==> src/rtl/pcore_timer.sv <==
module pcore_timer #(
  parameter int DATA_W = 32,
  parameter int PRE_W  = 8,
  parameter int ADDR_W = 5
) (
  input  logic              clk,
  input  logic              rst_n,
  input  logic              tick,
  input  logic              bus_wr,
  input  logic [ADDR_W-1:0] bus_addr,
  input  logic [DATA_W-1:0] bus_wdata,
  output logic [DATA_W-1:0] bus_rdata,
  output logic              irq
);
  localparam int EN_BIT  = 0;
  localparam int PER_BIT = 1;
  localparam int IE_BIT  = 2;
  localparam int PRE_LSB = 8;
  localparam logic [ADDR_W-3:0] W_LOAD = 0;
  localparam logic [ADDR_W-3:0] W_CNT  = 1;
  localparam logic [ADDR_W-3:0] W_CTRL = 2;
  localparam logic [ADDR_W-3:0] W_STAT = 3;
  localparam logic [DATA_W-1:0] ONE    = 1;

  logic [DATA_W-1:0] load_q, cnt_q;
  logic              en_q, per_q, ie_q, status_q, run_q;
  logic [PRE_W-1:0]  presc_q, pre_q;

  logic [ADDR_W-3:0] word;
  logic              unused_lsb;
  assign word       = bus_addr[ADDR_W-1:2];
  assign unused_lsb = ^bus_addr[1:0];

  logic sel_load, sel_cnt, sel_ctrl, sel_stat;
  assign sel_load = bus_wr && word == W_LOAD;
  assign sel_cnt  = bus_wr && word == W_CNT;
  assign sel_ctrl = bus_wr && word == W_CTRL;
  assign sel_stat = bus_wr && word == W_STAT;

  logic             w_en, w_per, w_ie;
  logic [PRE_W-1:0] w_presc;
  assign w_en    = bus_wdata[EN_BIT];
  assign w_per   = bus_wdata[PER_BIT];
  assign w_ie    = bus_wdata[IE_BIT];
  assign w_presc = bus_wdata[PRE_LSB +: PRE_W];

  logic presc_zero, wdata_zero;
  assign presc_zero = presc_q == '0;
  assign wdata_zero = bus_wdata == '0;

  logic [DATA_W-1:0] cnt_wr_val, ctl_cnt;
  assign cnt_wr_val = (en_q && per_q && presc_zero && wdata_zero) ? load_q : bus_wdata;
  assign ctl_cnt    = (w_en && w_per && w_presc == '0 && cnt_q == '0) ? load_q : cnt_q;

  always_ff @(posedge clk) begin
    if (!rst_n) begin
      load_q   <= '0;
      cnt_q    <= '0;
      en_q     <= 1'b0;
      per_q    <= 1'b0;
      ie_q     <= 1'b0;
      presc_q  <= '0;
      pre_q    <= '0;
      status_q <= 1'b0;
      run_q    <= 1'b0;
    end else begin
      if (sel_stat && bus_wdata[0]) status_q <= 1'b0;
      if (sel_load) begin
        load_q <= bus_wdata;
        cnt_q  <= bus_wdata;
        pre_q  <= '0;
        if (en_q) run_q <= !presc_zero || !wdata_zero;
      end else if (sel_cnt) begin
        cnt_q <= cnt_wr_val;
        pre_q <= '0;
        if (en_q) run_q <= !presc_zero || cnt_wr_val != '0;
      end else if (sel_ctrl) begin
        en_q    <= w_en;
        per_q   <= w_per;
        ie_q    <= w_ie;
        presc_q <= w_presc;
        pre_q   <= '0;
        cnt_q   <= ctl_cnt;
        run_q   <= w_en && (w_presc != '0 || ctl_cnt != '0);
      end else if (run_q && tick) begin
        if (pre_q != presc_q) begin
          pre_q <= pre_q + 1'b1;
        end else begin
          pre_q <= '0;
          if (cnt_q > ONE) begin
            cnt_q <= cnt_q - ONE;
          end else begin
            status_q <= 1'b1;
            if (per_q) begin
              cnt_q <= load_q;
              if (load_q == '0 && presc_zero) run_q <= 1'b0;
            end else begin
              cnt_q <= '0;
              run_q <= 1'b0;
            end
          end
        end
      end
    end
  end

  logic [DATA_W-1:0] ctrl_rd, stat_rd;
  always_comb begin
    ctrl_rd = '0;
    ctrl_rd[EN_BIT]  = en_q;
    ctrl_rd[PER_BIT] = per_q;
    ctrl_rd[IE_BIT]  = ie_q;
    ctrl_rd[PRE_LSB +: PRE_W] = presc_q;
    stat_rd = '0;
    stat_rd[0] = status_q;
  end

  always_comb begin
    case (word)
      W_LOAD:  bus_rdata = load_q;
      W_CNT:   bus_rdata = cnt_q;
      W_CTRL:  bus_rdata = ctrl_rd;
      W_STAT:  bus_rdata = stat_rd;
      default: bus_rdata = '0;
    endcase
  end

  assign irq = status_q & ie_q;
endmodule

==> config.mk <==
export PLATFORM = sky130hd
export DESIGN_NAME = pcore_timer
export DESIGN_NICKNAME = d
export VERILOG_FILES = /design/src/rtl/pcore_timer.sv
export SDC_FILE = /design/constraint.sdc
export NUM_CORES = 1
export LEC_CHECK = 0
export CAP_MARGIN = 25
export CORE_MARGIN = 2
export CORE_UTILIZATION = 57
export CTS_CLUSTER_DIAMETER = 80
export DETAILED_ROUTE_END_ITERATION = 6
export MAX_ROUTING_LAYER = met4
export PLACE_DENSITY = 0.81
export SYNTH_ARGS = -nofsm -noshare
export SYNTH_HDL_FRONTEND = slang
export SYNTH_SLANG_ARGS = --single-unit
export TNS_END_PERCENT = 30
==> constraint.sdc <==
create_clock -name clk -period 2.86 [get_ports clk]
set_input_delay 0.429 -clock clk [delete_from_list [all_inputs] [get_ports clk]]
set_output_delay 0.429 -clock clk [all_outputs]
set_load 0.05 [all_outputs]
==> metrics.txt <==
# TYPE chip_impl_metric gauge
chip_impl_metric{name="cts-htree-levels",unit=""} 3
chip_impl_info{name="layout_common_cells",value="nand2_1, a21oi_1, buf_4, nor2_1, dfxtp_1"} 1
chip_impl_metric{name="ys_async_rst_share",unit="%"} 0
chip_impl_metric{name="antenna_found_initial",unit=""} 0
chip_impl_metric{name="cp_data_required_time",unit="ns"} 3.13
chip_impl_metric{name="synth_cell_types",unit=""} 72
chip_impl_metric{name="design.final.nets",unit=""} 989
chip_impl_metric{name="coreArea",unit="um2"} 10300
chip_impl_metric{name="p_leak",unit="nW"} 2.98
chip_impl_metric{name="timing.final.setup_violations",unit=""} 0
chip_impl_metric{name="synth_seq_cells",unit=""} 85
chip_impl_metric{name="top_level_ports",unit=""} 74
chip_impl_metric{name="syn-cell-area",unit="um2"} 6020
chip_impl_info{name="ys.flop_type",value="dfxtp_1"} 1
chip_impl_metric{name="grt_max_degree",unit=""} 54
chip_impl_metric{name="antenna_cells",unit=""} 0
chip_impl_metric{name="arrival",unit="ns"} 2.98
chip_impl_metric{name="cts-root-to-sink-buffers",unit=""} 2
chip_impl_info{name="status",value="completed"} 1
chip_impl_metric{name="remaining_drc_errors",unit=""} 0
chip_impl_metric{name="cts_inserted_buffers",unit=""} 9
chip_impl_info{name="worst_setup_path_end_kind",value="flop"} 1
chip_impl_metric{name="cts_num_sinks",unit=""} 85
chip_impl_metric{name="postRouteAntennaNets",unit=""} 0
chip_impl_metric{name="place_area",unit="um2"} 7760
chip_impl_metric{name="maxSlewViolCount",unit=""} 0
chip_impl_metric{name="avgRoutedWirePerCell",unit="um"} 21.4
chip_impl_metric{name="post_cts_hold_buffers",unit=""} 0
chip_impl_info{name="mostFrequentLayoutCell",value="nand2_1"} 1
chip_impl_metric{name="synthToLayoutAreaGrowth",unit="%"} 32.0
chip_impl_metric{name="initial_utilization",unit="%"} 58.5
chip_impl_metric{name="tightest_slew",unit="ns"} 0.623
chip_impl_metric{name="floorplan.rows",unit=""} 37
chip_impl_metric{name="hold_ws",unit="ns"} 0.494
chip_impl_metric{name="hpwl_after_detailed_placement",unit="um"} 17000
chip_impl_info{name="cts_tree",value="built"} 1
chip_impl_metric{name="vias_per_cell",unit=""} 6.80
chip_impl_metric{name="max_cap_violation_count",unit=""} 0
chip_impl_metric{name="crit_fanout",unit=""} 9
chip_impl_metric{name="synth-edff-count",unit=""} 0
chip_impl_metric{name="synth_fp_nets",unit=""} 871
chip_impl_metric{name="finish.utilization",unit="%"} 77.3
chip_impl_metric{name="gr-total-overflow",unit=""} 0
chip_impl_metric{name="seq_area_frac_synth",unit="%"} 28.3
chip_impl_info{name="criticalPathCategory",value="reg -> reg"} 1
chip_impl_metric{name="post_route_clock_skew",unit="ns"} 0.00949
chip_impl_metric{name="routed_wl",unit="um"} 23200
chip_impl_metric{name="numPortBuffers",unit=""} 71
chip_impl_metric{name="max-slew-margin-rel",unit="%"} 58.4
chip_impl_metric{name="die_area",unit="um2"} 11400
chip_impl_metric{name="finalCritPeriodShare",unit="%"} 94.7
chip_impl_info{name="cts_root_buf",value="clkbuf_8"} 1
chip_impl_metric{name="stdcell_area",unit="um2"} 7940
chip_impl_metric{name="max_freq",unit="MHz"} 369
chip_impl_metric{name="drtPass1Iterations",unit=""} 6
chip_impl_metric{name="post_layout_minimum_cycle_time",unit="ns"} 2.71
chip_impl_metric{name="grtUsageTotal",unit="%"} 41.6
chip_impl_metric{name="ys_warn_count",unit=""} 0
chip_impl_metric{name="syn_avg_cell_area",unit="um2"} 7.28
chip_impl_metric{name="die_w",unit="um"} 107
chip_impl_metric{name="vias",unit=""} 7369
chip_impl_metric{name="share_of_post_route_cells_with_drive_strength_above_1",unit="%"} 18.4
chip_impl_metric{name="global_route_wire_length_before_repair",unit="um"} 35900
chip_impl_info{name="hold_path_class",value="reg -> reg"} 1
chip_impl_metric{name="path_clk_slew",unit="ns"} 0.09
chip_impl_metric{name="synthesis.instances",unit=""} 826
chip_impl_metric{name="grt_pass1_vias",unit=""} 6841
chip_impl_info{name="startpoint_type",value="flop"} 1
chip_impl_metric{name="height_of_the_chip",unit="um"} 107
chip_impl_metric{name="largest_vdd_supply_drop",unit="uV"} 245
chip_impl_metric{name="cellPowerDensity",unit="nW/um2"} 418
chip_impl_info{name="rsz_0062_raised_after_global_routing",value="no"} 1
chip_impl_metric{name="drt_first_iter_violations",unit=""} 869
chip_impl_metric{name="post_cts_buffers",unit=""} 0
chip_impl_metric{name="clk-insertion-delay-late",unit="ns"} 0.39
chip_impl_metric{name="hold_viol",unit=""} 0
chip_impl_metric{name="gpl.final_weighted_congestion",unit=""} 1.03
-- metrics by stage --
step / setup TNS [ns] / setup WS [ns] / power [mW] / instances
after detailed placement: -0.571 / -0.134 / 2.44 / 1069
after floorplan: 0 / 0.293 / 2.03 / 826
after global routing: 0 / 0.0464 / 3.43 / 1084
after global placement: -0.114 / -0.0820 / 2.41 / 1069
after CTS: 0 / 0.147 / 3.27 / 1084
final: 0 / 0.151 / 3.32 / 1084
-- state kept, by name, indices dropped and copies added, names as in the netlist --
register	cells
load_q	32
run_q	1
en_q	1
ie_q	1
cnt_q	32
status_q	1
presc_q	8
per_q	1
pre_q	8
-- Yosys cell counts (14+ instances only) --
master	number	area, um2
nand2_1	126	473
a21oi_1	102	510
nor2_1	86	323
dfxtp_1	85	1700
clkbuf_1	49	184
o21ai_0	36	180
nand3_1	32	160
nor3_1	24	120
a22o_1	22	193
nor4_1	22	138
xor2_1	16	140
mux2i_1	14	140
xnor2_1	14	123
-- final timing paths --
| path | endpoint | slack (ns) | cells after the start | start |
|---|---|---|---|---|
| worst max-delay path | cnt_q[31] | 0.15 | 7 | cnt_q[9] |
| worst min-delay path | ie_q | 0.49 | 2 | ie_q |
| worst max register to register | cnt_q[31] | 0.15 | 7 | cnt_q[9] |
| worst min register to register | ie_q | 0.49 | 2 | ie_q |
-- power breakdown --
group | internal (mW) | switching (mW)
logic | 0.491 | 0.653
registers | 1.23 | 0.0734
clock network | 0.398 | 0.467
total | 2.12 | 1.19
-- layout make-up --
class | count | area, um2
tap | 136 | 170
clock buffer | 11 | 131
clock inverter | 4 | 50.0
fill | 796 | 2330
inverter | 8 | 30.0
multi-input combinational | 666 | 4020
timing repair buffer | 174 | 1840
sequential | 85 | 1700
-- logic make-up (layout without fill, tap and decap cells) --
| kind of cell | Yosys count | after routing | synth area share, % |
|---|---|---|---|
| AO/OA/AOI/OAI | 264 | 264 | 28.9 |
| XOR/XNOR | 30 | 30 | 4.37 |
| adder cells (fa/ha/maj) | 4 | 4 | 0.832 |
| buffers and inverters | 75 | 197 | 5.53 |
| flip-flops | 85 | 85 | 28.3 |
| multiplexers | 16 | 16 | 2.89 |
| AND/OR/NAND/NOR | 352 | 352 | 29.2 |
-- per-layer routing --
layer  part of all wire, %  track usage [%]
met1                    39             52.5
met3                    11             6.50
met2                    44             63.0
met4                   6.1             24.9
met5                     0                -
-- worst max-delay path, cell delays in order, from the launching register on --
cell,delay [ns]
dfxtp_1,0.32
or4_1,0.69
or4_4,0.70
nor3_4,0.23
nand2_1,0.10
xnor2_1,0.13
a221oi_1,0.31
o31ai_2,0.11
-- repair_timing --
| item | CTS | global route |
|---|---|---|
| hold endpoints to repair | 0 | 0 |
| gates resized for setup | 0 | 1 |
| setup endpoints to repair | 0 | 2 |
(Power assumes the default switching activity.)
